`src/rtl/opdec_pkg.sv`:
```
// Shared types for the operand addressing-mode decoder.
// Assumes a 16-bit instruction word and 16 architectural registers.
package opdec_pkg;

    localparam int WORD_W = 16;
    localparam int REG_W  = 4;

    typedef enum logic [2:0] {
        K_REG       = 3'd0,
        K_INDEXED   = 3'd1,
        K_INDIRECT  = 3'd2,
        K_AUTOINC   = 3'd3,
        K_SYMBOLIC  = 3'd4,
        K_IMMEDIATE = 3'd5,
        K_ABSOLUTE  = 3'd6,
        K_CONST     = 3'd7
    } opnd_kind_e;

    typedef enum logic [1:0] {
        F_SINGLE  = 2'd0,
        F_JUMP    = 2'd1,
        F_DOUBLE  = 2'd2,
        F_ILLEGAL = 2'd3
    } insn_fmt_e;

    typedef struct packed {
        opnd_kind_e         kind;
        logic               has_ext;
        logic               is_mem;
        logic [WORD_W-1:0]  cval;
        logic [1:0]         step;
    } opnd_info_t;

    localparam opnd_info_t OPND_NONE = '{kind: K_REG, has_ext: 1'b0, is_mem: 1'b0,
                                         cval: '0, step: 2'd0};

endpackage

```
`src/rtl/opdec_format.sv`:
```
// Format classifier: sorts an instruction word into one-operand, branch,
// two-operand or illegal. Purely combinational; assumes the word is stable.
module opdec_format
    import opdec_pkg::*;
#(
    parameter int W = WORD_W
) (
    input  logic [W-1:0] word,
    output insn_fmt_e    fmt
);

    localparam logic [2:0] JUMP_TAG   = 3'b001;
    localparam logic [5:0] SINGLE_TAG = 6'b000100;
    localparam logic [2:0] SINGLE_BAD = 3'b111;

    // Priority decode of the top bits into a format code.
    always_comb begin
        if (word[W-1 -: 3] == JUMP_TAG)
            fmt = F_JUMP;
        else if (word[W-1 -: 4] >= 4'd4)
            fmt = F_DOUBLE;
        else if (word[W-1 -: 6] == SINGLE_TAG && word[9:7] != SINGLE_BAD)
            fmt = F_SINGLE;
        else
            fmt = F_ILLEGAL;
    end

endmodule

```
`src/rtl/opdec_operand.sv`:
```
// One operand decoder. IS_DST selects the destination variant, which sees only
// a one-bit mode. Registers 0, 2 and 3 get special decodes. Combinational.
module opdec_operand
    import opdec_pkg::*;
#(
    parameter int W      = WORD_W,
    parameter int RW     = REG_W,
    parameter bit IS_DST = 1'b0
) (
    input  logic [1:0]    mode,
    input  logic [RW-1:0] rnum,
    input  logic          byte_op,
    output opnd_info_t    info
);

    localparam logic [RW-1:0] R_PC = RW'(0);
    localparam logic [RW-1:0] R_SP = RW'(1);
    localparam logic [RW-1:0] R_SR = RW'(2);
    localparam logic [RW-1:0] R_CG = RW'(3);

    opnd_kind_e kind;
    logic [W-1:0] cval;

    generate
        if (IS_DST) begin : g_dst
            // Destination: direct when the mode bit is clear, otherwise an indexed form.
            always_comb begin
                cval = '0;
                if (!mode[0])            kind = K_REG;
                else if (rnum == R_PC)   kind = K_SYMBOLIC;
                else if (rnum == R_SR)   kind = K_ABSOLUTE;
                else                     kind = K_INDEXED;
            end
        end else begin : g_src
            // Source: four modes, with constant generation on registers 2 and 3.
            always_comb begin
                cval = '0;
                kind = K_REG;
                unique case (mode)
                    2'b00: begin
                        if (rnum == R_CG) kind = K_CONST;
                    end
                    2'b01: begin
                        if (rnum == R_PC)      kind = K_SYMBOLIC;
                        else if (rnum == R_SR) kind = K_ABSOLUTE;
                        else if (rnum == R_CG) begin kind = K_CONST; cval = W'(1); end
                        else                   kind = K_INDEXED;
                    end
                    2'b10: begin
                        if (rnum == R_SR)      begin kind = K_CONST; cval = W'(4); end
                        else if (rnum == R_CG) begin kind = K_CONST; cval = W'(2); end
                        else                   kind = K_INDIRECT;
                    end
                    default: begin
                        if (rnum == R_PC)      kind = K_IMMEDIATE;
                        else if (rnum == R_SR) begin kind = K_CONST; cval = W'(8); end
                        else if (rnum == R_CG) begin kind = K_CONST; cval = '1; end
                        else                   kind = K_AUTOINC;
                    end
                endcase
            end
        end
    endgenerate

    // Attributes that follow from the kind: extension word, memory access, step.
    always_comb begin
        info.kind    = kind;
        info.cval    = cval;
        info.has_ext = (kind == K_INDEXED) || (kind == K_SYMBOLIC) ||
                       (kind == K_ABSOLUTE) || (kind == K_IMMEDIATE);
        info.is_mem  = (kind == K_INDEXED) || (kind == K_INDIRECT) ||
                       (kind == K_AUTOINC) || (kind == K_SYMBOLIC) ||
                       (kind == K_ABSOLUTE);
        if (kind == K_IMMEDIATE)
            info.step = 2'd2;
        else if (kind == K_AUTOINC)
            info.step = (rnum == R_PC || rnum == R_SP || !byte_op) ? 2'd2 : 2'd1;
        else
            info.step = 2'd0;
    end

endmodule

```
`src/rtl/opdec_cost.sv`:
```
// Extension-word accounting and cycle estimate. Assumes the operand
// records are already zeroed for formats that lack them. Combinational.
module opdec_cost
    import opdec_pkg::*;
#(
    parameter int CYC_W = 3
) (
    input  insn_fmt_e        fmt,
    input  opnd_info_t       src,
    input  opnd_info_t       dst,
    output logic [1:0]       ext_count,
    output logic             ext_first_dst,
    output logic [CYC_W-1:0] cycles
);

    localparam logic [CYC_W-1:0] JUMP_CYC = CYC_W'(2);
    localparam logic [CYC_W-1:0] DST_MEM  = CYC_W'(3);
    localparam logic [CYC_W-1:0] ONE_MEM  = CYC_W'(2);

    // Count extension words and work out who owns the first of them.
    always_comb begin
        ext_count     = 2'd0;
        ext_first_dst = 1'b0;
        if (fmt == F_SINGLE) begin
            ext_count = {1'b0, src.has_ext};
        end else if (fmt == F_DOUBLE) begin
            ext_count     = {1'b0, src.has_ext} + {1'b0, dst.has_ext};
            ext_first_dst = dst.has_ext && !src.has_ext;
        end
    end

    // One cycle per word fetched or stored.
    always_comb begin
        unique case (fmt)
            F_JUMP:   cycles = JUMP_CYC;
            F_SINGLE: cycles = CYC_W'(1) + CYC_W'(src.has_ext)
                               + (src.is_mem ? ONE_MEM : '0);
            F_DOUBLE: cycles = CYC_W'(1) + CYC_W'(src.has_ext) + CYC_W'(src.is_mem)
                               + (dst.is_mem ? DST_MEM : '0);
            default:  cycles = '0;
        endcase
    end

endmodule

```
`src/rtl/opnd_mode_decoder.sv`:
```
// Top of the operand addressing-mode decoder. Splits the word into fields by
// format, runs the source and destination decoders and the cost logic, and
// registers the result one cycle after in_valid. Synchronous active-low reset.
module opnd_mode_decoder
    import opdec_pkg::*;
#(
    parameter int W     = WORD_W,
    parameter int RW    = REG_W,
    parameter int CYC_W = 3
) (
    input  logic             clk,
    input  logic             rst_n,
    input  logic             in_valid,
    input  logic [W-1:0]     in_word,
    output logic             out_valid,
    output logic [1:0]       out_format,
    output logic             out_illegal,
    output logic [3:0]       out_opcode,
    output logic             out_byte,
    output logic             out_clr_upper,
    output logic [2:0]       src_kind,
    output logic [W-1:0]     src_const,
    output logic [1:0]       src_step,
    output logic [2:0]       dst_kind,
    output logic [1:0]       ext_count,
    output logic             ext_first_dst,
    output logic [2:0]       jump_cond,
    output logic [W-1:0]     jump_disp,
    output logic [CYC_W-1:0] cycle_est
);

    localparam int OFS_W = 10;

    insn_fmt_e        fmt;
    opnd_info_t       src_raw, dst_raw, src_i, dst_i;
    logic [RW-1:0]    src_reg;
    logic [1:0]       n_ext;
    logic             n_first_dst;
    logic [CYC_W-1:0] n_cyc;
    logic [3:0]       n_opc;
    logic             n_byte;
    logic             n_clr;
    logic [W-1:0]     n_disp;

    opdec_format #(.W(W)) u_fmt (
        .word (in_word),
        .fmt  (fmt)
    );

    // Pick the source register field for the format in use.
    always_comb begin
        src_reg = (fmt == F_DOUBLE) ? in_word[11:8] : in_word[RW-1:0];
    end

    opdec_operand #(.W(W), .RW(RW), .IS_DST(1'b0)) u_src (
        .mode    (in_word[5:4]),
        .rnum    (src_reg),
        .byte_op (in_word[6]),
        .info    (src_raw)
    );

    opdec_operand #(.W(W), .RW(RW), .IS_DST(1'b1)) u_dst (
        .mode    ({1'b0, in_word[7]}),
        .rnum    (in_word[RW-1:0]),
        .byte_op (in_word[6]),
        .info    (dst_raw)
    );

    // Mask operand records that the current format does not carry.
    always_comb begin
        src_i = (fmt == F_SINGLE || fmt == F_DOUBLE) ? src_raw : OPND_NONE;
        dst_i = (fmt == F_DOUBLE) ? dst_raw : OPND_NONE;
    end

    opdec_cost #(.CYC_W(CYC_W)) u_cost (
        .fmt           (fmt),
        .src           (src_i),
        .dst           (dst_i),
        .ext_count     (n_ext),
        .ext_first_dst (n_first_dst),
        .cycles        (n_cyc)
    );

    // Opcode, size and register-clear flag by format.
    always_comb begin
        n_opc  = 4'd0;
        n_byte = 1'b0;
        n_clr  = 1'b0;
        if (fmt == F_DOUBLE) begin
            n_opc  = in_word[15:12];
            n_byte = in_word[6];
            n_clr  = in_word[6] && (dst_i.kind == K_REG);
        end else if (fmt == F_SINGLE) begin
            n_opc  = {1'b0, in_word[9:7]};
            n_byte = in_word[6];
            n_clr  = in_word[6] && (src_i.kind == K_REG);
        end
    end

    // Branch displacement in bytes: sign-extended offset times two.
    always_comb begin
        n_disp = '0;
        if (fmt == F_JUMP)
            n_disp = {{(W-OFS_W-1){in_word[OFS_W-1]}}, in_word[OFS_W-1:0], 1'b0};
    end

    // Output register stage; loads only on an accepted word.
    always_ff @(posedge clk) begin
        if (!rst_n) begin
            out_valid     <= 1'b0;
            out_format    <= 2'd0;
            out_illegal   <= 1'b0;
            out_opcode    <= 4'd0;
            out_byte      <= 1'b0;
            out_clr_upper <= 1'b0;
            src_kind      <= 3'd0;
            src_const     <= '0;
            src_step      <= 2'd0;
            dst_kind      <= 3'd0;
            ext_count     <= 2'd0;
            ext_first_dst <= 1'b0;
            jump_cond     <= 3'd0;
            jump_disp     <= '0;
            cycle_est     <= '0;
        end else begin
            out_valid <= in_valid;
            if (in_valid) begin
                out_format    <= fmt;
                out_illegal   <= (fmt == F_ILLEGAL);
                out_opcode    <= n_opc;
                out_byte      <= n_byte;
                out_clr_upper <= n_clr;
                src_kind      <= src_i.kind;
                src_const     <= src_i.cval;
                src_step      <= src_i.step;
                dst_kind      <= dst_i.kind;
                ext_count     <= n_ext;
                ext_first_dst <= n_first_dst;
                jump_cond     <= (fmt == F_JUMP) ? in_word[12:10] : 3'd0;
                jump_disp     <= n_disp;
                cycle_est     <= n_cyc;
            end
        end
    end

    AST_PIPE_VALID: assert property (@(posedge clk) disable iff (!rst_n)
        in_valid |=> out_valid);
    AST_ILLEGAL_QUIET: assert property (@(posedge clk) disable iff (!rst_n)
        (out_valid && out_illegal) |-> (ext_count == 2'd0 && cycle_est == '0));
    AST_CONST_NO_EXT: assert property (@(posedge clk) disable iff (!rst_n)
        (out_valid && out_format == F_SINGLE && src_kind == K_CONST) |-> (ext_count == 2'd0));
    AST_EXT_ORDER: assert property (@(posedge clk) disable iff (!rst_n)
        (out_valid && ext_count == 2'd2) |-> !ext_first_dst);
    AST_STEP_ONLY_AUTO: assert property (@(posedge clk) disable iff (!rst_n)
        (out_valid && src_kind != K_AUTOINC && src_kind != K_IMMEDIATE) |-> (src_step == 2'd0));
    AST_JUMP_COST: assert property (@(posedge clk) disable iff (!rst_n)
        (out_valid && out_format == F_JUMP) |-> (cycle_est == CYC_W'(2) && ext_count == 2'd0));

endmodule

```
`config.mk`:
```
export PLATFORM = sky130hd
export DESIGN_NAME = opnd_mode_decoder
export DESIGN_NICKNAME = d
export VERILOG_FILES = /design/src/rtl/opdec_pkg.sv /design/src/rtl/opdec_format.sv /design/src/rtl/opdec_operand.sv /design/src/rtl/opdec_cost.sv /design/src/rtl/opnd_mode_decoder.sv
export SDC_FILE = /design/constraint.sdc
export NUM_CORES = 1
export LEC_CHECK = 0
export ABC_AREA = 0
export CAP_MARGIN = 5
export CORE_MARGIN = 4
export CORE_UTILIZATION = 38
export DETAILED_ROUTE_END_ITERATION = 7
export GPL_TIMING_DRIVEN = 1
export PLACE_DENSITY = 0.68
export SYNTH_ARGS = -nofsm -noshare
export SYNTH_HDL_FRONTEND = slang
export SYNTH_SLANG_ARGS = --single-unit
```
`constraint.sdc`:
```
create_clock -name clk -period 5 [get_ports clk]
set_input_delay 1 -clock clk [delete_from_list [all_inputs] [get_ports clk]]
set_output_delay 1 -clock clk [all_outputs]
set_load 0.01 [all_outputs]
```
* Yosys cells after proc, flatten, opt, wreduce, memory -nomap -nowiden
Index checks and enable logic that the tools add are counted.
** Storage, ports and cells
- Word-level logic and storage cells :: 126
- Input bits :: 19
- Output and inout port bits :: 59
- Register bits :: 59
** Operators by class
- Reductions and logical operators :: 31
- Magnitude comparators :: 1
- Mux-type cells :: 49
- Equal/unequal tests :: 25
- $add $sub $neg :: 5
** Operator list (number)
- $mux W16 :: 7
- $pmux W16 S3 :: 1
- $mux W23 :: 2
- $mux W3 :: 14
- $mux W2 :: 14
- $logic_or A1 B1 Y1 :: 19
- $eq A3 B3 Y1 const B :: 6
- $pmux W3 S3 :: 2
- $eq A3 B2 Y1 const B :: 4
- $eq A4 B2 Y1 const B :: 3
- $eq A3 B1 Y1 const B :: 3
- $eq A4 B1 Y1 const B :: 2
- $logic_not A4 Y1 :: 2
- $mux W4 :: 2
- $mux W1 :: 7
- $add A3 B3 Y3 :: 2
- $eq A2 B2 Y1 const B :: 3
- $eq A6 B3 Y1 const B :: 1
- $logic_not A3 Y1 :: 2
- $eq A2 B1 Y1 const B :: 2
- $ge A4 B3 Y1 const B :: 1
- $logic_and A1 B1 Y1 :: 4
- $logic_not A2 Y1 :: 2
- $add A3 B1 Y3 :: 1
- other kinds (4) :: 5

* Depth between registers and ports, before layout
Gate-level depths: netlist of run 1.
- Depth after elaboration :: 22
- Gate-level depth with buffers :: 9
- Gate-level depth less buffers :: 8

* Cells and area by module
From an unflattened synthesis of run 1, not the netlist that was laid out.
** Unflattened totals
- Cell total of the unflattened synthesis :: 339
- Area total of the unflattened synthesis :: 3086.7 µm²
** Modules (own cells, without submodules)
- opnd_mode_decoder :: area each 2406.1 µm², sequential area each 1061.0 µm², cells an instance 242, times used 1
- opdec_operand at u_src :: area each 286.5 µm², sequential area each 0.0 µm², cells an instance 45, times used 1
- opdec_operand at u_dst :: area each 176.4 µm², sequential area each 0.0 µm², cells an instance 25, times used 1
- opdec_cost :: area each 172.7 µm², sequential area each 0.0 µm², cells an instance 20, times used 1
- opdec_format :: area each 45.0 µm², sequential area each 0.0 µm², cells an instance 7, times used 1

* Worst setup path after synthesis of run 1
No wires, ideal clock.
- Kind :: input -> register
- From :: in in_word[15]
- To :: reg cycle_est[0]
- Setup slack :: 1.900 ns
- Stages :: 7
- Path buffers :: 0
- Data required time :: 4.874 ns
- Library setup time :: 0.126 ns
- Data arrival time :: 2.974 ns
- Cell sequence :: nor2_2 > mux2_2 > o32a_1 > a21oi_1 > fa_1 > a32oi_1 > o31ai_2
** Between the ends
- Cells in the longest elaborated chain, start to end :: 21
- Elaborated cells on any way between the ends :: 46
- Classes of those cells :: add/sub: 4; order compare: 1; eq/ne: 12; mux: 18; reduce/logical: 11
** Ends and longest elaborated chain
- start: declaration :: line opnd_mode_decoder.sv:14 : input logic [W-1:0] in_word,
- $eq A6 B3 Y1 :: line opdec_format.sv:22 : else if (word[W-1 -: 6] == SINGLE_TAG && word[9:7] != SINGLE_BAD)
- $logic_and A1 B1 Y1 :: line opdec_format.sv:22
- $mux W2 :: line opdec_format.sv:22
- $mux W2 :: line opdec_format.sv:20 : else if (word[W-1 -: 4] >= 4'd4)
- $mux W2 * :: line opdec_format.sv:18 : if (word[W-1 -: 3] == JUMP_TAG)
- $eq A2 B2 Y1
- $mux W4 :: line opnd_mode_decoder.sv:52 : src_reg = (fmt == F_DOUBLE) ? in_word[11:8] : in_word[RW-1:0];
- $eq A4 B2 Y1
- (+4 left out)
- $eq A3 B1 Y1 (tied with other cells) :: line opdec_operand.sv:69, opdec_operand.sv:71
- $logic_or A1 B1 Y1, on equally long branches (2 in a row) :: line opdec_operand.sv:69, opdec_operand.sv:71
- $logic_or A1 B1 Y1, on equally long branches :: line opdec_operand.sv:70, opdec_operand.sv:72
- $mux W23 or $logic_or A1 B1 Y1 (tied branches) :: line opnd_mode_decoder.sv:71, opdec_operand.sv:72
- $add A1 B1 Y2 or $mux W23 (tied branches) :: line opdec_cost.sv:36, opdec_cost.sv:38, opnd_mode_decoder.sv:71
- $add A3 B1 Y3 :: line opdec_cost.sv:38 : F_DOUBLE: cycles = CYC_W'(1) + CYC_W'(src.has_ext) + CYC_W'(src.is_mem)
- $add A3 B3 Y3 :: line opdec_cost.sv:39 : + (dst.is_mem ? DST_MEM : '0);
- $pmux W3 S3 * :: line opdec_cost.sv:34 : unique case (fmt)
- end signal: assignment :: line opnd_mode_decoder.sv:141 : cycle_est <= n_cyc;
- end: declaration :: line opnd_mode_decoder.sv:29 : output logic [CYC_W-1:0] cycle_est
Every way passes the cells marked *; elsewhere a longest branch is shown, timed or not.
A chain may end at the register's enable or synchronous reset.

* Final worst setup path of run 1
Ends and elaborated chain as after synthesis.

==> flow_summary.toml, run 1 <==
[worst_hold_path]
holdPathEnd = "out_byte"
hold_depth = 1
hp-start = "out_byte"
hold_class = "reg -> reg"

[placed_design]
globalplace.congestion = 0.9495
io_buffer_count = 76
dpl.hpwl_mm = 3.781

[pwr]
leakagePower_nw = 1.076
ir_drop_mv = 0.1921
total_power_w = 0.0007417
switching_share = 0.2406
p_int_w = 0.0005632
pwr-share-comb = 0.163
powerDensity_mw_per_mm2 = 262.2
p_switching_w = 0.0001785
seqPwrFrac = 0.475
clock_power_share = 0.362

[floorplanning]
die-area_mm2 = 0.006606
die_w_um = 81.28
die_y_um = 81.28
io_pins = 78
core-area_mm2 = 0.005172
start_util = 0.3945
rows = 26

[detailed_routing]
detail_route.iter0.violations = 69
firstDrtPassIters = 4
vias_per_cell = 5.092
detail-route-antenna-nets = 0
num_vias = 1721
drt-total-wl_mm = 5.049
wire_per_inst_um = 14.94
drc = 0

[sta]
setup_viol = 0
setup_tns_ns = 0
worst_pin_slew_ns = 1.002
rsz0062_at_grt = "false"
hold_viol = 0
fin_crit_ns = 3.756
final_max_slew_viol_count = 0
relSlewSlack = 0.3298
period_share = 0.7512
fin_skew_ns = 0
timing.fmax_mhz = 266.3

[clock_network]
postCtsHoldBufs = 0
max-clock-path-buffers = 2
clk_latency_ns = 0.28
cts_sinks = 42
cts_max_level = 2
cts.repair.resized = 0
root_buffer = "clkbuf_8"
cts_tree = "done"
post_cts_buffers = 0
path_clk_slew_ns = 0.08
cts-buffers-inserted = 5

[job]
cap_violations = 0

[setup_path]
cp.required_ns = 5.16
crit_type = "in -> reg"
cp.arrival_ns = 3.92
slowest_delay_ns = 0.59
cp-start-kind = "input port"
cp_max_fo = 13
crit_path_cell_trace = "clkdlybuf4s50_1, or2_1, mux2i_4, nor2_2, o32a_1, a21oi_1, fa_1, a32oi_1, o31ai_2"
critPathSlowestCell = "clkdlybuf4s50_1"
r2r_slack_ns = 4.22
r2r.worst_path.cells = 3
r2r-start = "out_illegal"
cp-end-kind = "flip-flop"
reg2reg_to = "out_illegal"

[synthesis]
avgSynthCellArea_um2 = 9.626
synth_top_area_frac = 0.4120
synth_ff_type = "dfxtp_1"
yosysUniqueCellTypes = 50
synth_async_sr_flop_share = 0
synth_area_mm2 = 0.002041
synth_area_leaders = "dfxtp_1 (41%), buf_4 (6.6%), a22o_1 (6.0%)"
synth_area_leader_cell = "dfxtp_1"
synth_seq_cells = 42
synth_edf_count = 0
yosysSeqAreaShare = 0.4120
syn_inst = 212
syn-num-nets = 238
synth_commonest_cells = "dfxtp_1 (42), nand2_1 (21), buf_4 (18), a22o_1 (14)"
synth_most_common_cell = "dfxtp_1"
ys_warn_count = 0

[cells_and_area]
area_growth_pct = 38.63
drive_gt1_frac = 0.07836
n_antenna_cell = 0
nets = 294
fillers = 451

[global_routing]
grt_overflow = 0
grt_usage = 0.1625
grt_pass1_vias = 1668
antenna_found_initial = 0
grt_pass1_wl_mm = 8.300
grt_max_degree = 32

[status]
status = "finished, final reports clean"
-- sequential cells by signal (all words and copies together) (netlist names), 2 cells and up --
name / flops
src_step: 2
out_opcode: 4
ext_count: 2
src_const: 5
cycle_est: 3
out_format: 2
jump_cond: 3
dst_kind: 3
jump_disp: 10
src_kind: 3
-- power by group through the flow --
stage | clock [W] | combinational, W | sequential (W)
floorplan | 0 | 0.0000597 | 0.000365
global placement | 0 | 0.000121 | 0.000360
detailed placement | 0 | 0.000121 | 0.000360
CTS | 0.000277 | 0.000122 | 0.000352
global route | 0.000298 | 0.000134 | 0.000354
finish | 0.000269 | 0.000121 | 0.000352
-- routing by layer --
| metal | up-vias | GRT usage | part of all wire |
|---|---|---|---|
| met4 | 0 | 0.04561 | 0.0081 |
| met2 | 51 | 0.2435 | 0.47 |
| met3 | 4 | 0.06098 | 0.066 |
| li1 | 853 | - | - |
| met1 | 813 | 0.2175 | 0.46 |
| met5 | - | 0 | 0 |
-- stage by stage --
step | util | hold slack, ns | area (µm²) | cells | setup slack [ns]
global placement | 0.5252 | 0.4359 | 2716 | 331 | 1.034
floorplan | - | 0.4625 | 2041 | 212 | 1.900
CTS | 0.5469 | 0.4578 | 2829 | 338 | 1.244
global route | 0.5469 | 0.4876 | 2829 | 338 | 1.041
finish | 0.5469 | 0.4586 | 2829 | 338 | 1.244
detailed placement | 0.5252 | 0.4439 | 2716 | 331 | 0.9461
-- layout by cell type (no fill, tap or decap), types with 4 or more instances in the layout --
| cell type | n |
|---|---|
| nand2_1 | 21 |
| dfxtp_1 | 42 |
| o21ai_0 | 8 |
| clkbuf_8 | 6 |
| nor2_1 | 8 |
| a32o_1 | 6 |
| a21oi_1 | 4 |
| mux2i_1 | 5 |
| clkdlybuf4s50_1 | 76 |
| inv_1 | 8 |
| nor2b_1 | 6 |
| ha_1 | 5 |
| a22o_1 | 14 |
| nand3_1 | 5 |
| nand2b_1 | 4 |
| o22ai_1 | 4 |
-- cells by family after synthesis --
logic type      share of synthesized area
fa+ha+maj                         0.05028
flops                              0.4120
buf+inv                            0.1030
mux                               0.04660
simple gates                       0.1478
other cells                      0.001838
compound gates                     0.2385
-- final cells by class --
type | count | area [µm²] | share of cell area
multi-input cells | 134 | 989.7 | 0.3498
flip-flops and latches | 42 | 840.8 | 0.2972
repair buffers | 77 | 768.2 | 0.2716
well taps | 70 | 87.58 | 0.03096
clock buffers | 6 | 82.58 | 0.02919
clock inverters | 1 | 30.03 | 0.01061
inverters | 8 | 30.03 | 0.01061
-- critical path: cells and delay by family --
family / cells / cell delay, ns
compound gates: 4 / 0.84
fa+ha+maj: 1 / 0.48
buf+inv: 1 / 0.59
mux: 1 / 0.40
simple gates: 2 / 0.61
-- how the worst max path moves through the flow --
stage                      from      endpoint  slack, ns  cells after the start
floorplan           in_word[15]  cycle_est[0]       1.90                      7
global placement    in_word[15]  cycle_est[0]       1.03                      9
detailed placement  in_word[15]  cycle_est[0]       0.95                      9
CTS                 in_word[15]  cycle_est[0]       1.24                      9
global route        in_word[14]  cycle_est[0]       1.04                      9
finish              in_word[15]  cycle_est[0]       1.24                      9
No activity file was read; power rests on OpenSTA's default activity.
==> run 2: changes to the inputs <==
--- a/config.mk
+++ b/config.mk
@@ -11,7 +11,7 @@
 export CORE_UTILIZATION = 38
 export DETAILED_ROUTE_END_ITERATION = 7
 export GPL_TIMING_DRIVEN = 1
-export PLACE_DENSITY = 0.68
+export PLACE_DENSITY = 0.71
 export SYNTH_ARGS = -nofsm -noshare
 export SYNTH_HDL_FRONTEND = slang
 export SYNTH_SLANG_ARGS = --single-unit
==> constraint.sdc (replaced) <==
create_clock -name clk -period 3.21 [get_ports clk]
set_input_delay 0.642 -clock clk [delete_from_list [all_inputs] [get_ports clk]]
set_output_delay 0.642 -clock clk [all_outputs]
set_load 0.01 [all_outputs]
==> run 2 against run 1 <==
Total power is 45% higher. Sequential share of layout area is 1.1 points lower. Cell area is 3.8% higher. Non-clock buffer count is 19 higher. Routed wire length is 5.7% higher. First-iteration DRC count is 19% higher. Critical path type unchanged. Largest cell class unchanged.
==> flow_summary.toml, run 2 (synthesis results as in run 1) <==
[detailed_routing]
m1WireLength_mm = 2.484
met2_length_mm = 2.404
vias_per_cell = 5.162
drc = 0
detail_route.iter0.violations = 82
wl_met3_um = 363
wire_per_inst_um = 14.95
detail-route-antenna-nets = 0
num_vias = 1843
highest_layer = "met4"
drt-total-wl_mm = 5.337
firstDrtPassIters = 4

[clock_network]
cts_tree = "done"
post_cts_buffers = 0
path_clk_slew_ns = 0.07
max-clock-path-buffers = 2
root_buffer = "clkbuf_8"
cts.repair.resized = 0
cts_max_level = 2
cts-buffers-inserted = 5
clk_latency_ns = 0.29
postCtsHoldBufs = 0
cts_sinks = 42

[cells_and_area]
top_register = "jump_disp"
area_growth_pct = 43.96
final_cell_mix = "clkdlybuf4s50_1 (76), dfxtp_1 (42), nand2_1 (21)"
multiInputGateArea_um2 = 989.7
fillers = 475
drive_gt1_frac = 0.1394
largest_reg_flops = 10
n_antenna_cell = 0
seqCellArea_um2 = 840.8
layout_commonest_cell = "clkdlybuf4s50_1"
top_regs = "jump_disp (10), src_const (5), out_opcode (4)"
nets = 313
finalInstanceArea_mm2 = 0.002938

[floorplanning]
core-area_mm2 = 0.005172
die-area_mm2 = 0.006606
die_w_um = 81.28
die_y_um = 81.28
rows = 26
io_pins = 78
start_util = 0.3945

[placed_design]
place_area_mm2 = 0.002859
dpl.hpwl_mm = 4.101
globalplace.congestion = 0.9722
detailedPlace.worstSlack_ns = -0.02044
io_buffer_count = 76

[setup_path]
cp.required_ns = 3.39
crit_start = "in_word[15]"
cp-start-kind = "input port"
cp_max_fo = 5
crit_path_cell_trace = "clkdlybuf4s50_1, or2_1, mux2i_4, nor2_2, o32a_1, a21oi_1, fa_1, a32oi_1, o31ai_2"
r2r-start = "src_const[14]"
critPathTopFamily = "compound AO/OA/AOI/OAI gates"
critPathSlowestCell = "clkdlybuf4s50_1"
cp.arrival_ns = 3.14
slowest_delay_ns = 0.57
cp-end-kind = "flip-flop"
crit_type = "in -> reg"
crit_buf_inv = 1

[worst_hold_path]
hold_class = "reg -> reg"
hp-start = "src_const[2]"

[pwr]
switching_share = 0.2647
total_power_w = 0.001074
powerDensity_mw_per_mm2 = 365.5
ir_drop_mv = 0.2500
clock_power_share = 0.295
p_switching_w = 0.0002842
pwr-share-comb = 0.195
p_int_w = 0.0007896
seqPwrFrac = 0.511
leakagePower_nw = 1.155

[sta]
fin_ws_ns = 0.2428
worst_hold_slack_ns = 0.4477
period_share = 0.9244
worst_pin_slew_ns = 0.7114
setup_viol = 0
final_max_slew_viol_count = 0
fin_skew_ns = 0
fin_crit_ns = 2.967
timing.fmax_mhz = 337.0
rsz0062_at_grt = "false"
relSlewSlack = 0.5248
hold_viol = 0

[global_routing]
grt_pass1_wl_mm = 8.514
grt_overflow = 0
grt_max_degree = 22
grt_usage = 0.1688
antenna_found_initial = 0
grt_pass1_vias = 1757

[status]
status = "finished, final reports clean"

[job]
cap_violations = 0
[run 2: cell types whose count changed in the layout (fill, tap and decap cells not counted)]
| cell | delta |
|---|---|
| buf_4 | +19 |
| clkinv_2 | +2 |
| bufinv_16 | -1 |
| clkbuf_8 | -1 |
[run 2: worst min-delay path: stages, from the launching register on]
cell     delay, ns
dfxtp_1       0.32
nand2_1       0.05
nand2_1       0.04
[run 2: path summary, 6_finish.rpt]
| check | end | slack, ns | cells past startpoint |
|---|---|---|---|
| max | cycle_est[0] | 0.24 | 9 |
| min | src_const[2] | 0.45 | 2 |
| max reg2reg | src_const[14] | 2.43 | 1 |
| min reg2reg | src_const[2] | 0.45 | 2 |
[run 2: per-stage QoR]
stage | setup TNS, ns | std cells | utilization
after floorplan | 0 | 212 | -
after global placement | 0 | 350 | 0.5527
after detailed placement | -0.02044 | 350 | 0.5527
after CTS | 0 | 357 | 0.5680
after global routing | 0 | 357 | 0.5680
final | 0 | 357 | 0.5680
[run 2: area by class of cell]
type / instances / area share
clock buffer: 5 / 0.02342
multi-input combinational: 134 / 0.3369
timing repair buffer: 96 / 0.3101
tap: 70 / 0.02981
sequential: 42 / 0.2862
clock inverter: 2 / 0.003407
inverter: 8 / 0.01022
[run 2: power by group through the flow]
stage / sequential (W) / combinational, W / clock (W)
2_1_floorplan: 0.000568 / 0.0000930 / 0
3_3_place_gp: 0.000561 / 0.000206 / 0
3_5_place_dp: 0.000561 / 0.000207 / 0
4_1_cts: 0.000549 / 0.000209 / 0.000327
5_1_grt: 0.000551 / 0.000227 / 0.000354
6_report: 0.000549 / 0.000209 / 0.000316
[run 2: metal layers]
layer	GRT usage	vias up
met3	0.04878	6
li1	-	898
met2	0.2533	72
met1	0.2265	867
met4	0.06757	0
met5	0	-
==> run 3: changes to the inputs <==
--- a/config.mk
+++ b/config.mk
@@ -9,6 +9,7 @@
 export CAP_MARGIN = 5
 export CORE_MARGIN = 4
 export CORE_UTILIZATION = 38
+export CTS_BUF_LIST = sky130_fd_sc_hd__clkbuf_4
 export DETAILED_ROUTE_END_ITERATION = 7
 export GPL_TIMING_DRIVEN = 1
 export PLACE_DENSITY = 0.71
==> run 3 against run 2 <==
Global-route usage shrank 0.19 points. Cell area shrank 1.1%. Total power shrank 7.1%. Non-clock buffer count is the same. Clock power shrank 24%. Sequential power is essentially flat. Clock-buffer cell count is the same. First-iteration DRC count shrank 7.3%. Critical endpoint unchanged. Highest routed layer unchanged.
==> flow_summary.toml, run 3 (synthesis results as in run 1) <==
[status]
status = "finished, final reports clean"

[setup_path]
reg2reg_to = "src_const[14]"
r2r-start = "src_const[14]"
cp_max_fo = 5
r2r.worst_path.cells = 1
cp.arrival_ns = 3.14
cp-start-kind = "input port"
cp-end-kind = "flip-flop"
cp.required_ns = 3.45
crit_type = "in -> reg"
r2r_slack_ns = 2.42

[job]
cap_violations = 0

[sta]
period_share = 0.9034
fin_skew_ns = 0
fin_crit_ns = 2.900
setup_viol = 0
relSlewSlack = 0.5404
final_max_slew_viol_count = 0
setup_tns_ns = 0
rsz0062_at_grt = "false"
timing.fmax_mhz = 344.8
hold_viol = 0
worst_pin_slew_ns = 0.6880

[pwr]
p_int_w = 0.0007229
ir_drop_mv = 0.2145
pwr-share-comb = 0.209
seqPwrFrac = 0.550
leakagePower_nw = 1.142
p_switching_w = 0.0002746
powerDensity_mw_per_mm2 = 343.2
switching_share = 0.2753
clock_power_share = 0.241

[clock_network]
max-clock-path-buffers = 2
cts_max_level = 2
postCtsHoldBufs = 0
clk_latency_ns = 0.34
root_buffer = "clkbuf_4"
cts.repair.resized = 0
cts-buffers-inserted = 5
post_cts_buffers = 0
cts_tree = "done"
path_clk_slew_ns = 0.11
cts_sinks = 42

[floorplanning]
core-area_mm2 = 0.005172
die_w_um = 81.28
die-area_mm2 = 0.006606
start_util = 0.3945
die_y_um = 81.28
rows = 26
io_pins = 78

[cells_and_area]
drive_gt1_frac = 0.1394
top_regs = "jump_disp (10), src_const (5), out_opcode (4)"
area_growth_pct = 42.43
n_antenna_cell = 0
final_cell_mix = "clkdlybuf4s50_1 (76), dfxtp_1 (42), nand2_1 (21)"
top_register = "jump_disp"
layout_commonest_cell = "clkdlybuf4s50_1"
instances_no_fill = 357
largest_reg_flops = 10
nets = 313
fillers = 479

[detailed_routing]
num_vias = 1848
firstDrtPassIters = 4
drc = 0
detail-route-antenna-nets = 0
vias_per_cell = 5.176
wire_per_inst_um = 14.75
detail_route.iter0.violations = 76
drt-total-wl_mm = 5.267

[worst_hold_path]
holdPathEnd = "src_const[2]"
hp-start = "src_const[2]"
hold_class = "reg -> reg"
hold_depth = 2

[placed_design]
io_buffer_count = 76
dpl.hpwl_mm = 4.101
dp.cells = 350
globalplace.congestion = 0.9722

[global_routing]
grt_usage = 0.1670
grt_overflow = 0
grt_max_degree = 22
grt_pass1_vias = 1748
antenna_found_initial = 0
grt_pass1_wl_mm = 8.528
==> run 3: cell types whose count changed in the layout (fill, tap and decap cells not counted) <==
cell      change
clkbuf_8      -5
clkbuf_4      +5
==> run 3: worst max path at each step <==
stage	slack (ns)	start	cells past startpoint	end
2_1_floorplan	0.47	in_word[15]	7	cycle_est[0]
3_3_place_gp	0.02	in_word[15]	9	cycle_est[0]
3_5_place_dp	-0.02	in_word[15]	9	cycle_est[0]
4_1_cts	0.35	in_word[15]	9	cycle_est[0]
5_1_grt	0.21	in_word[15]	9	cycle_est[0]
6_report	0.31	in_word[15]	9	cycle_est[0]
==> run 3: metal layers <==
layer	global-route usage	part of all wire	up-vias	wire (µm)
li1	-	-	904	-
met1	0.2286	0.47	858	2464
met2	0.2630	0.45	78	2380
met3	0.03769	0.066	8	350
met4	0.04561	0.014	0	72
met5	0	0	-	0
==> run 3: area by class of cell <==
cell class | count | area, µm² | share of cell area
Multi-Input combinational cell | 134 | 989.7 | 0.3405
Timing Repair Buffer | 96 | 910.9 | 0.3134
Clock buffer | 5 | 37.54 | 0.01291
Tap cell | 70 | 87.58 | 0.03013
Sequential cell | 42 | 840.8 | 0.2893
Clock inverter | 2 | 10.01 | 0.003444
Inverter | 8 | 30.03 | 0.01033
==> run 3: worst max-delay path, stage by stage <==
cell             delay [ns]
clkdlybuf4s50_1        0.57
or2_1                  0.34
mux2i_4                0.33
nor2_2                 0.06
o32a_1                 0.19
a21oi_1                0.25
fa_1                   0.46
a32oi_1                0.21
o31ai_2                0.09
==> run 3: metrics by stage <==
step	utilization	hold slack, ns	power, W	setup WS, ns	cell area, µm²
floorplan	-	0.4625	0.0006610	0.4677	2041
global placement	0.5527	0.4316	0.0007673	0.02047	2859
detailed placement	0.5527	0.4414	0.0007682	-0.02044	2859
CTS	0.5619	0.4603	0.001009	0.3533	2907
global route	0.5619	0.4940	0.001054	0.2059	2907
finish	0.5619	0.4540	0.0009975	0.3101	2907
==> run 3: power groups by stage <==
stage / Clock, W / Combinational, W / Sequential (W)
floorplan: 0 / 0.0000930 / 0.000568
global placement: 0 / 0.000206 / 0.000561
detailed placement: 0 / 0.000207 / 0.000561
CTS: 0.000251 / 0.000209 / 0.000549
global route: 0.000276 / 0.000227 / 0.000551
finish: 0.000240 / 0.000208 / 0.000549
